## src/rtl/onehot_ctl_pkg.sv

```systemverilog
// Shared step numbering, opcode codes and control word layout for the
// one-hot sequencer. Assumes one hot step at a time.
package onehot_ctl_pkg;
    localparam int NSTEP     = 16;
    localparam int ST_FETCH1 = 0;
    localparam int ST_FETCH2 = 1;
    localparam int ST_FETCH3 = 2;
    localparam int ST_DECODE = 3;
    localparam int ST_LD1    = 4;
    localparam int ST_LD2    = 5;
    localparam int ST_LD3    = 6;
    localparam int ST_ST1    = 7;
    localparam int ST_ST2    = 8;
    localparam int ST_AD1    = 9;
    localparam int ST_AD2    = 10;
    localparam int ST_AD3    = 11;
    localparam int ST_AN1    = 12;
    localparam int ST_AN2    = 13;
    localparam int ST_AN3    = 14;
    localparam int ST_HALT   = 15;

    // opcode values with an execute chain; all higher values have none
    localparam int OPC_HALT = 0;
    localparam int OPC_LDA  = 1;
    localparam int OPC_STA  = 2;
    localparam int OPC_ADD  = 3;
    localparam int OPC_AND  = 4;
    localparam int NCODE    = 5;

    // branch target lines out of the decoder
    localparam int BR_HALT = 0;
    localparam int BR_LDA  = 1;
    localparam int BR_STA  = 2;
    localparam int BR_ADD  = 3;
    localparam int BR_AND  = 4;
    localparam int BR_NONE = 5;
    localparam int NBR     = 6;

    localparam logic [2:0] ALU_PASS = 3'b000;
    localparam logic [2:0] ALU_AND  = 3'b011;
    localparam logic [2:0] ALU_SUM  = 3'b100;
    localparam logic [1:0] SP_HOLD  = 2'b00;

    typedef struct packed {
        logic       oe_pc;
        logic       oe_irad;
        logic       oe_op;
        logic       oe_mar;
        logic       oe_mbr;
        logic       oe_ac;
        logic       oe_mem;
        logic       path_mar;
        logic       path_ir;
        logic       path_ac_mbr;
        logic       path_ac_alu;
        logic       mem_wr;
        logic       pc_load;
        logic [1:0] sp_mode;
        logic [2:0] alu_sel;
    } lvl_t;

    typedef struct packed {
        logic mar;
        logic mbr;
        logic ir;
        logic pc;
        logic ac;
        logic mem;
        logic sp;
    } pls_t;

    typedef struct packed {
        lvl_t lvl;
        pls_t pls;
    } word_t;

    // Control word contributed by one step when it is hot.
    function automatic word_t step_word(input int s);
        word_t w;
        w = '0;
        w.lvl.sp_mode = SP_HOLD;
        w.lvl.alu_sel = ALU_PASS;
        case (s)
            ST_FETCH1: begin
                w.lvl.oe_pc = 1'b1; w.lvl.path_mar = 1'b1; w.pls.mar = 1'b1;
            end
            ST_LD1, ST_ST1, ST_AD1, ST_AN1: begin
                w.lvl.oe_irad = 1'b1; w.lvl.path_mar = 1'b1; w.pls.mar = 1'b1;
            end
            ST_FETCH2: begin
                w.lvl.oe_mar = 1'b1; w.lvl.oe_mem = 1'b1;
                w.pls.mbr = 1'b1; w.pls.pc = 1'b1;
            end
            ST_LD2, ST_AD2, ST_AN2: begin
                w.lvl.oe_mar = 1'b1; w.lvl.oe_mem = 1'b1; w.pls.mbr = 1'b1;
            end
            ST_FETCH3: begin
                w.lvl.oe_mbr = 1'b1; w.lvl.path_ir = 1'b1; w.pls.ir = 1'b1;
            end
            ST_DECODE: w.lvl.oe_op = 1'b1;
            ST_LD3: begin
                w.lvl.oe_mbr = 1'b1; w.lvl.path_ac_mbr = 1'b1; w.pls.ac = 1'b1;
            end
            ST_ST2: begin
                w.lvl.oe_mar = 1'b1; w.lvl.oe_ac = 1'b1;
                w.lvl.mem_wr = 1'b1; w.pls.mem = 1'b1;
            end
            ST_AD3: begin
                w.lvl.oe_mbr = 1'b1; w.lvl.path_ac_alu = 1'b1;
                w.lvl.alu_sel = ALU_SUM; w.pls.ac = 1'b1;
            end
            ST_AN3: begin
                w.lvl.oe_mbr = 1'b1; w.lvl.path_ac_alu = 1'b1;
                w.lvl.alu_sel = ALU_AND; w.pls.ac = 1'b1;
            end
            default: w = '0;
        endcase
        return w;
    endfunction
endpackage

```

## src/rtl/onehot_ctl_opdec.sv

```systemverilog
// Full-width opcode decoder: one line per opcode value, folded into the
// branch targets of the decode step. Assumes OP_W is at least 3.
module onehot_ctl_opdec
    import onehot_ctl_pkg::*;
#(
    parameter int OP_W = 8
) (
    input  logic [OP_W-1:0] opcode,
    output logic [NBR-1:0]  tgt
);
    localparam int NOPS = 1 << OP_W;

    logic [NOPS-1:0] sel;

    // one compare per opcode value
    for (genvar g = 0; g < NOPS; g++) begin : g_line
        assign sel[g] = (opcode == OP_W'(g));
    end

    // fold the lines into the branch targets
    always_comb begin
        tgt          = '0;
        tgt[BR_HALT] = sel[OPC_HALT];
        tgt[BR_LDA]  = sel[OPC_LDA];
        tgt[BR_STA]  = sel[OPC_STA];
        tgt[BR_ADD]  = sel[OPC_ADD];
        tgt[BR_AND]  = sel[OPC_AND];
        tgt[BR_NONE] = |sel[NOPS-1:NCODE];
    end
endmodule

```

## src/rtl/onehot_ctl_ring.sv

```systemverilog
// One-hot step register and its next-step network. Assumes tgt is one-hot
// and that the decoder output is valid while the decode step is hot.
module onehot_ctl_ring
    import onehot_ctl_pkg::*;
(
    input  logic             clk,
    input  logic             rst_n,
    input  logic [NBR-1:0]   tgt,
    output logic [NSTEP-1:0] step_q
);
    logic [NSTEP-1:0] nxt;
    logic             back_to_fetch;

    // next-step network: each step feeds its successor
    always_comb begin
        back_to_fetch  = (step_q[ST_DECODE] & tgt[BR_NONE]) | step_q[ST_LD3]
                       | step_q[ST_ST2] | step_q[ST_AD3] | step_q[ST_AN3];
        nxt            = '0;
        nxt[ST_FETCH1] = back_to_fetch;
        nxt[ST_FETCH2] = step_q[ST_FETCH1];
        nxt[ST_FETCH3] = step_q[ST_FETCH2];
        nxt[ST_DECODE] = step_q[ST_FETCH3];
        nxt[ST_LD1]    = step_q[ST_DECODE] & tgt[BR_LDA];
        nxt[ST_LD2]    = step_q[ST_LD1];
        nxt[ST_LD3]    = step_q[ST_LD2];
        nxt[ST_ST1]    = step_q[ST_DECODE] & tgt[BR_STA];
        nxt[ST_ST2]    = step_q[ST_ST1];
        nxt[ST_AD1]    = step_q[ST_DECODE] & tgt[BR_ADD];
        nxt[ST_AD2]    = step_q[ST_AD1];
        nxt[ST_AD3]    = step_q[ST_AD2];
        nxt[ST_AN1]    = step_q[ST_DECODE] & tgt[BR_AND];
        nxt[ST_AN2]    = step_q[ST_AN1];
        nxt[ST_AN3]    = step_q[ST_AN2];
        nxt[ST_HALT]   = step_q[ST_HALT] | (step_q[ST_DECODE] & tgt[BR_HALT]);
    end

    // step register, reset places the hot bit on the first fetch step
    always_ff @(posedge clk) begin
        if (!rst_n) step_q <= NSTEP'(1);
        else        step_q <= nxt;
    end
endmodule

```

## src/rtl/onehot_ctl_outmap.sv

```systemverilog
// Maps the hot step to its control word by ORing the words of all hot steps.
// Assumes step_q is one-hot, so no two words overlap.
module onehot_ctl_outmap
    import onehot_ctl_pkg::*;
(
    input  logic [NSTEP-1:0] step_q,
    output lvl_t             lvl,
    output pls_t             pls_req
);
    word_t each [NSTEP];
    word_t acc;

    // per-step contribution, zero unless the step is hot
    for (genvar g = 0; g < NSTEP; g++) begin : g_step
        assign each[g] = step_q[g] ? step_word(g) : '0;
    end

    // OR of all step contributions
    always_comb begin
        acc = '0;
        for (int i = 0; i < NSTEP; i++) acc = acc | each[i];
    end

    assign lvl     = acc.lvl;
    assign pls_req = acc.pls;
endmodule

```

## src/rtl/onehot_ctl_pulse.sv

```systemverilog
// Gates the pulse requests with the low clock phase and with reset released.
// Assumes the step register changes on the rising edge only.
module onehot_ctl_pulse
    import onehot_ctl_pkg::*;
(
    input  logic clk,
    input  logic rst_n,
    input  pls_t req,
    output pls_t pls
);
    localparam int NPLS = $bits(pls_t);

    logic phase_ok;

    // pulse window: low half of the cycle, outside reset
    assign phase_ok = ~clk & rst_n;
    assign pls      = req & {NPLS{phase_ok}};
endmodule

```

## src/rtl/onehot_ctl.sv

```systemverilog
// One-hot control sequencer top: decoder, step register, control map and
// pulse gating. Assumes opcode is stable around the end of the decode step.
module onehot_ctl
    import onehot_ctl_pkg::*;
#(
    parameter int OP_W = 8
) (
    input  logic             clk,
    input  logic             rst_n,
    input  logic [OP_W-1:0]  opcode,
    output logic [NSTEP-1:0] step_hot,
    output logic             oe_pc,
    output logic             oe_irad,
    output logic             oe_op,
    output logic             oe_mar,
    output logic             oe_mbr,
    output logic             oe_ac,
    output logic             oe_mem,
    output logic             path_mar,
    output logic             path_ir,
    output logic             path_ac_mbr,
    output logic             path_ac_alu,
    output logic             mem_wr,
    output logic             pc_load,
    output logic [1:0]       sp_mode,
    output logic [2:0]       alu_sel,
    output logic             clk_mar,
    output logic             clk_mbr,
    output logic             clk_ir,
    output logic             clk_pc,
    output logic             clk_ac,
    output logic             clk_mem,
    output logic             clk_sp
);
    logic [NBR-1:0] tgt;
    lvl_t           lvl;
    pls_t           req;
    pls_t           pls;

    onehot_ctl_opdec #(.OP_W(OP_W)) u_opdec (
        .opcode (opcode),
        .tgt    (tgt)
    );

    onehot_ctl_ring u_ring (
        .clk    (clk),
        .rst_n  (rst_n),
        .tgt    (tgt),
        .step_q (step_hot)
    );

    onehot_ctl_outmap u_outmap (
        .step_q  (step_hot),
        .lvl     (lvl),
        .pls_req (req)
    );

    onehot_ctl_pulse u_pulse (
        .clk   (clk),
        .rst_n (rst_n),
        .req   (req),
        .pls   (pls)
    );

    // level outputs
    assign oe_pc       = lvl.oe_pc;
    assign oe_irad     = lvl.oe_irad;
    assign oe_op       = lvl.oe_op;
    assign oe_mar      = lvl.oe_mar;
    assign oe_mbr      = lvl.oe_mbr;
    assign oe_ac       = lvl.oe_ac;
    assign oe_mem      = lvl.oe_mem;
    assign path_mar    = lvl.path_mar;
    assign path_ir     = lvl.path_ir;
    assign path_ac_mbr = lvl.path_ac_mbr;
    assign path_ac_alu = lvl.path_ac_alu;
    assign mem_wr      = lvl.mem_wr;
    assign pc_load     = lvl.pc_load;
    assign sp_mode     = lvl.sp_mode;
    assign alu_sel     = lvl.alu_sel;

    // pulse outputs
    assign clk_mar = pls.mar;
    assign clk_mbr = pls.mbr;
    assign clk_ir  = pls.ir;
    assign clk_pc  = pls.pc;
    assign clk_ac  = pls.ac;
    assign clk_mem = pls.mem;
    assign clk_sp  = pls.sp;
endmodule

```

## config.mk

```make
export PLATFORM = sky130hd
export DESIGN_NAME = onehot_ctl
export DESIGN_NICKNAME = d
export VERILOG_FILES = /design/src/rtl/onehot_ctl_pkg.sv /design/src/rtl/onehot_ctl_opdec.sv /design/src/rtl/onehot_ctl_ring.sv /design/src/rtl/onehot_ctl_outmap.sv /design/src/rtl/onehot_ctl_pulse.sv /design/src/rtl/onehot_ctl.sv
export SDC_FILE = /design/constraint.sdc
export NUM_CORES = 1
export LEC_CHECK = 0
export BUFFER_PORTS_ARGS = -buffer_cell sky130_fd_sc_hd__buf_2
export CORE_ASPECT_RATIO = 0.7
export CORE_UTILIZATION = 38
export CTS_BUF_LIST = sky130_fd_sc_hd__clkbuf_8
export CTS_CLUSTER_DIAMETER = 60
export DETAILED_ROUTE_END_ITERATION = 8
export PLACE_DENSITY_LB_ADDON = 0.08
export SKIP_LAST_GASP = 1
export SYNTH_ARGS = -nofsm -noshare
export SYNTH_HDL_FRONTEND = slang
export SYNTH_SLANG_ARGS = --single-unit
```

## constraint.sdc

```tcl
create_clock -name clk -period 1.3 [get_ports clk]
set_clock_uncertainty 0.2 [all_clocks]
set_input_delay 0.065 -clock clk [delete_from_list [all_inputs] [get_ports clk]]
set_output_delay 0.065 -clock clk [all_outputs]
set_load 0.02 [all_outputs]
```

==> results.py <==
metrics = {
    "routing": {
        "postRouteAntennaNets": 0,
        "iteration_0_drc_count_of_the_detailed_router": 8,
        "detail_routed_via_count_per_cell": 4.50,
        "firstDrtPassIters": 2,
        "postRouteWirelength_um": 2260,
        "routedWlPerCell_um": 12.8,
        "drt_drc_violations_left": 0,
        "detailroute.via_count": 796,
    },
    "layout": {
        "post-route-cell-area_um2": 1510,
        "largest_reg_flops": 16,
        "largest_registers": "u_ring.step_q x16",
        "antenna_cells_inserted": 0,
        "area.growth.synth_to_final_pct": 98.2,
        "registers.top_by_ff_count": "u_ring.step_q",
        "finish.net_count": 163,
        "drive_gt1_share_pct": 71.6,
        "n_fill_cell": 117,
    },
    "sta": {
        "rsz_0062_raised_after_global_routing": "true",
        "layout_setup_ws_ns": -0.707,
        "layout_worst_path_cycle_share_pct": 154,
        "setup_total_negative_slack_ns": -5.50,
        "final_max_slew_viol_count": 0,
        "finalSetupViolCount": 23,
        "fmax_mhz": 498,
        "final.hold.worst_slack_ns": -0.0825,
        "layout_min_cycle_time_ns": 2.01,
        "report.final.hold_viol_count": 4,
    },
    "synth": {
        "synthesis.area_um2": 762,
        "ys_ff_latch": 16,
        "synth-xor-area-share_pct": 0,
        "syn_avg_cell_area_um2": 9.07,
        "post_synthesis_cell_count": 84,
        "synth_adder_area_share_pct": 0,
        "share_of_the_yosys_chip_area_belonging_to_registers_pct": 42.0,
        "synth.yosys.warnings": 0,
        "main_combinational_cell_family_by_area_after_synthesis": "simple AND/OR/NAND/NOR gates",
        "synth_compound_area_share_pct": 2.79,
        "synth_simple_gate_area_share_pct": 32.5,
        "synth.lib_cells_used.distinct": 24,
        "muxShareOfSynthArea_pct": 0,
    },
    "worst_setup_path": {
        "cp_startpoint_kind": "flop",
        "classification_of_the_worst_setup_path": "reg -> out",
        "endpoint_kind": "output pin",
        "cp.arrival_ns": 1.74,
        "setup.worst_path.start": "u_ring.step_q[12]",
        "r2r_start": "u_ring.step_q[3]",
        "path_max_fanout": 2,
        "required_ns": 1.03,
    },
    "floorplanning": {
        "fp.dieW_um": 55.5,
        "core_area_um2": 1870,
        "std_cell_rows": 13,
        "io_pins": 51,
        "starting_density_of_the_core_pct": 40.7,
        "die_outline_height_um": 39.5,
        "dieArea_um2": 2190,
    },
    "clocking": {
        "worst_setup_hold_path_clk_slew_ns": 0.06,
        "clock_insertion_delay_at_the_later_pin_of_the_skew_report_ns": 0.36,
        "tritoncts": "done",
    },
    "placement": {
        "post_dp_cell_area_um2": 1000,
        "port_buffers": 46,
        "place.gp.congestion": 0.732,
        "post-dp-hpwl_um": 1140,
    },
    "power": {
        "powerDensity_nw_per_um2": 1400,
        "vdd.ir_drop.worst_mv": 1.27,
        "power.static_leakage_nw": 0.784,
    },
    "grt": {
        "number_of_global_route_vias_before_repair": 821,
        "globalRouteTotalUtil_pct": 22.9,
        "initial_antenna_violation_count": 0,
        "grt_first_pass_wirelength_um": 3250,
        "maximum_number_of_pins_on_one_net_before_global_route_repair": 14,
        "overflow": 0,
    },
    "status": {
        "violated_checks": "hold timing, setup timing",
        "outcome": "finished, violations left",
    },
    "hold_path": {
        "hold_path.startpoint": "opcode[4]",
        "hp-class": "in -> reg",
    },
    "run": {
        "cap_violations": 0,
    },
}
synth_stat cells, drive strengths merged:
| library cell | instances | area (µm²) |
|---|---|---|
| or4 | 1 | 11.3 |
| a21o | 1 | 7.51 |
| nand3 | 2 | 10.0 |
| nand2 | 5 | 18.8 |
| nor2b | 1 | 6.26 |
| or4b | 1 | 13.8 |
| dfxtp | 16 | 320 |
| nor3 | 2 | 15.0 |
| o21ai | 1 | 5.00 |
| buf | 21 | 158 |
| or2b | 1 | 7.51 |
| nand2b | 1 | 6.26 |
| and2 | 13 | 81.3 |
| nor2 | 7 | 26.3 |
| nor4 | 1 | 6.26 |
| inv | 2 | 7.51 |
| nand3b | 1 | 7.51 |
| nor3b | 2 | 25.0 |
| clkbuf | 1 | 3.75 |
| or2 | 2 | 12.5 |
| o2111ai | 1 | 8.76 |
| conb | 1 | 3.75 |
what timing repair did:
action / in CTS / in global routing
hold buffers: 7 / 2
pin swaps: 6 / 7
setup endpoints to repair: 23 / 26
buffers inserted: 6 / 4
endpoints found under the hold margin: 16 / 6
resized for setup: 42 / 19
cells in the final DEF, fill, tap and decap left out, types with 4 or more instances in the layout:
| cell | instances |
|---|---|
| sky130_fd_sc_hd__nor2_1 | 4 |
| sky130_fd_sc_hd__conb_1 | 4 |
| sky130_fd_sc_hd__buf_6 | 19 |
| sky130_fd_sc_hd__buf_2 | 32 |
| sky130_fd_sc_hd__dfxtp_2 | 5 |
| sky130_fd_sc_hd__and2_1 | 10 |
| sky130_fd_sc_hd__dlygate4sd3_1 | 6 |
| sky130_fd_sc_hd__dfxtp_1 | 9 |
| sky130_fd_sc_hd__buf_4 | 17 |
| sky130_fd_sc_hd__clkbuf_8 | 7 |
| sky130_fd_sc_hd__buf_8 | 5 |
| sky130_fd_sc_hd__nand2_1 | 4 |
per-stage QoR:
stage | std cells | utilization, % | setup slack (ns) | hold slack [ns] | power (mW)
global route | 177 | 80.7 | -0.737 | -0.0893 | 2.21
floorplan | 87 | - | -0.312 | -0.0655 | 0.719
detailed placement | 146 | 53.6 | -0.323 | 0.0743 | 0.773
finish | 177 | 80.7 | -0.707 | -0.0825 | 2.12
CTS | 174 | 77.3 | -0.683 | -0.158 | 2.01
global placement | 146 | 53.6 | -0.312 | 0.0713 | 0.773
cell type report:
class / instances / area (µm²) / area share (%)
Clock buffer: 21 / 262 / 17.3
Clock inverter: 3 / 28.8 / 1.91
Inverter: 2 / 10.0 / 0.663
Multi-Input combinational cell: 47 / 364 / 24.1
Sequential cell: 16 / 334 / 22.1
Tap cell: 22 / 27.5 / 1.82
Timing Repair Buffer: 66 / 484 / 32.1
final timing paths:
kind | to | slack, ns | cells past startpoint
hold / removal | u_ring.step_q[9] | -0.08 | 4
setup / recovery | clk_mar | -0.71 | 4
hold reg to reg | u_ring.step_q[15] | 0.26 | 2
setup reg to reg | u_ring.step_q[4] | -0.15 | 3
power by group:
group | switching (mW) | total [mW] | internal, mW | leakage [nW]
clock | 0.499 | 1.47 | 0.972 | 0.183
sequential | 0.00621 | 0.500 | 0.494 | 0.133
combinational | 0.0776 | 0.149 | 0.0714 | 0.467
total | 0.582 | 2.12 | 1.54 | 0.784
worst max-delay path: stages, from the launching register on:
cell	delay (ns)
sky130_fd_sc_hd__dfxtp_1	0.32
sky130_fd_sc_hd__or4_4	0.56
sky130_fd_sc_hd__or2_4	0.25
sky130_fd_sc_hd__and2_4	0.14
sky130_fd_sc_hd__buf_6	0.12
kinds of logic after synthesis:
group / after synthesis
other: 1
AND/OR/NAND/NOR: 40
flip-flops: 16
AO/OA/AOI/OAI: 3
buffers and inverters: 24
per-layer routing:
| metal | global-route usage [%] | share of wire (%) | up-vias |
|---|---|---|---|
| met4 | 28.1 | 2.4 | 0 |
| met1 | 18.7 | 39 | 359 |
| li1 | - | - | 381 |
| met2 | 31.6 | 50 | 48 |
| met5 | 0 | 0 | - |
| met3 | 20.5 | 9.1 | 8 |
Note: power is estimated with default switching activity, not from simulation.
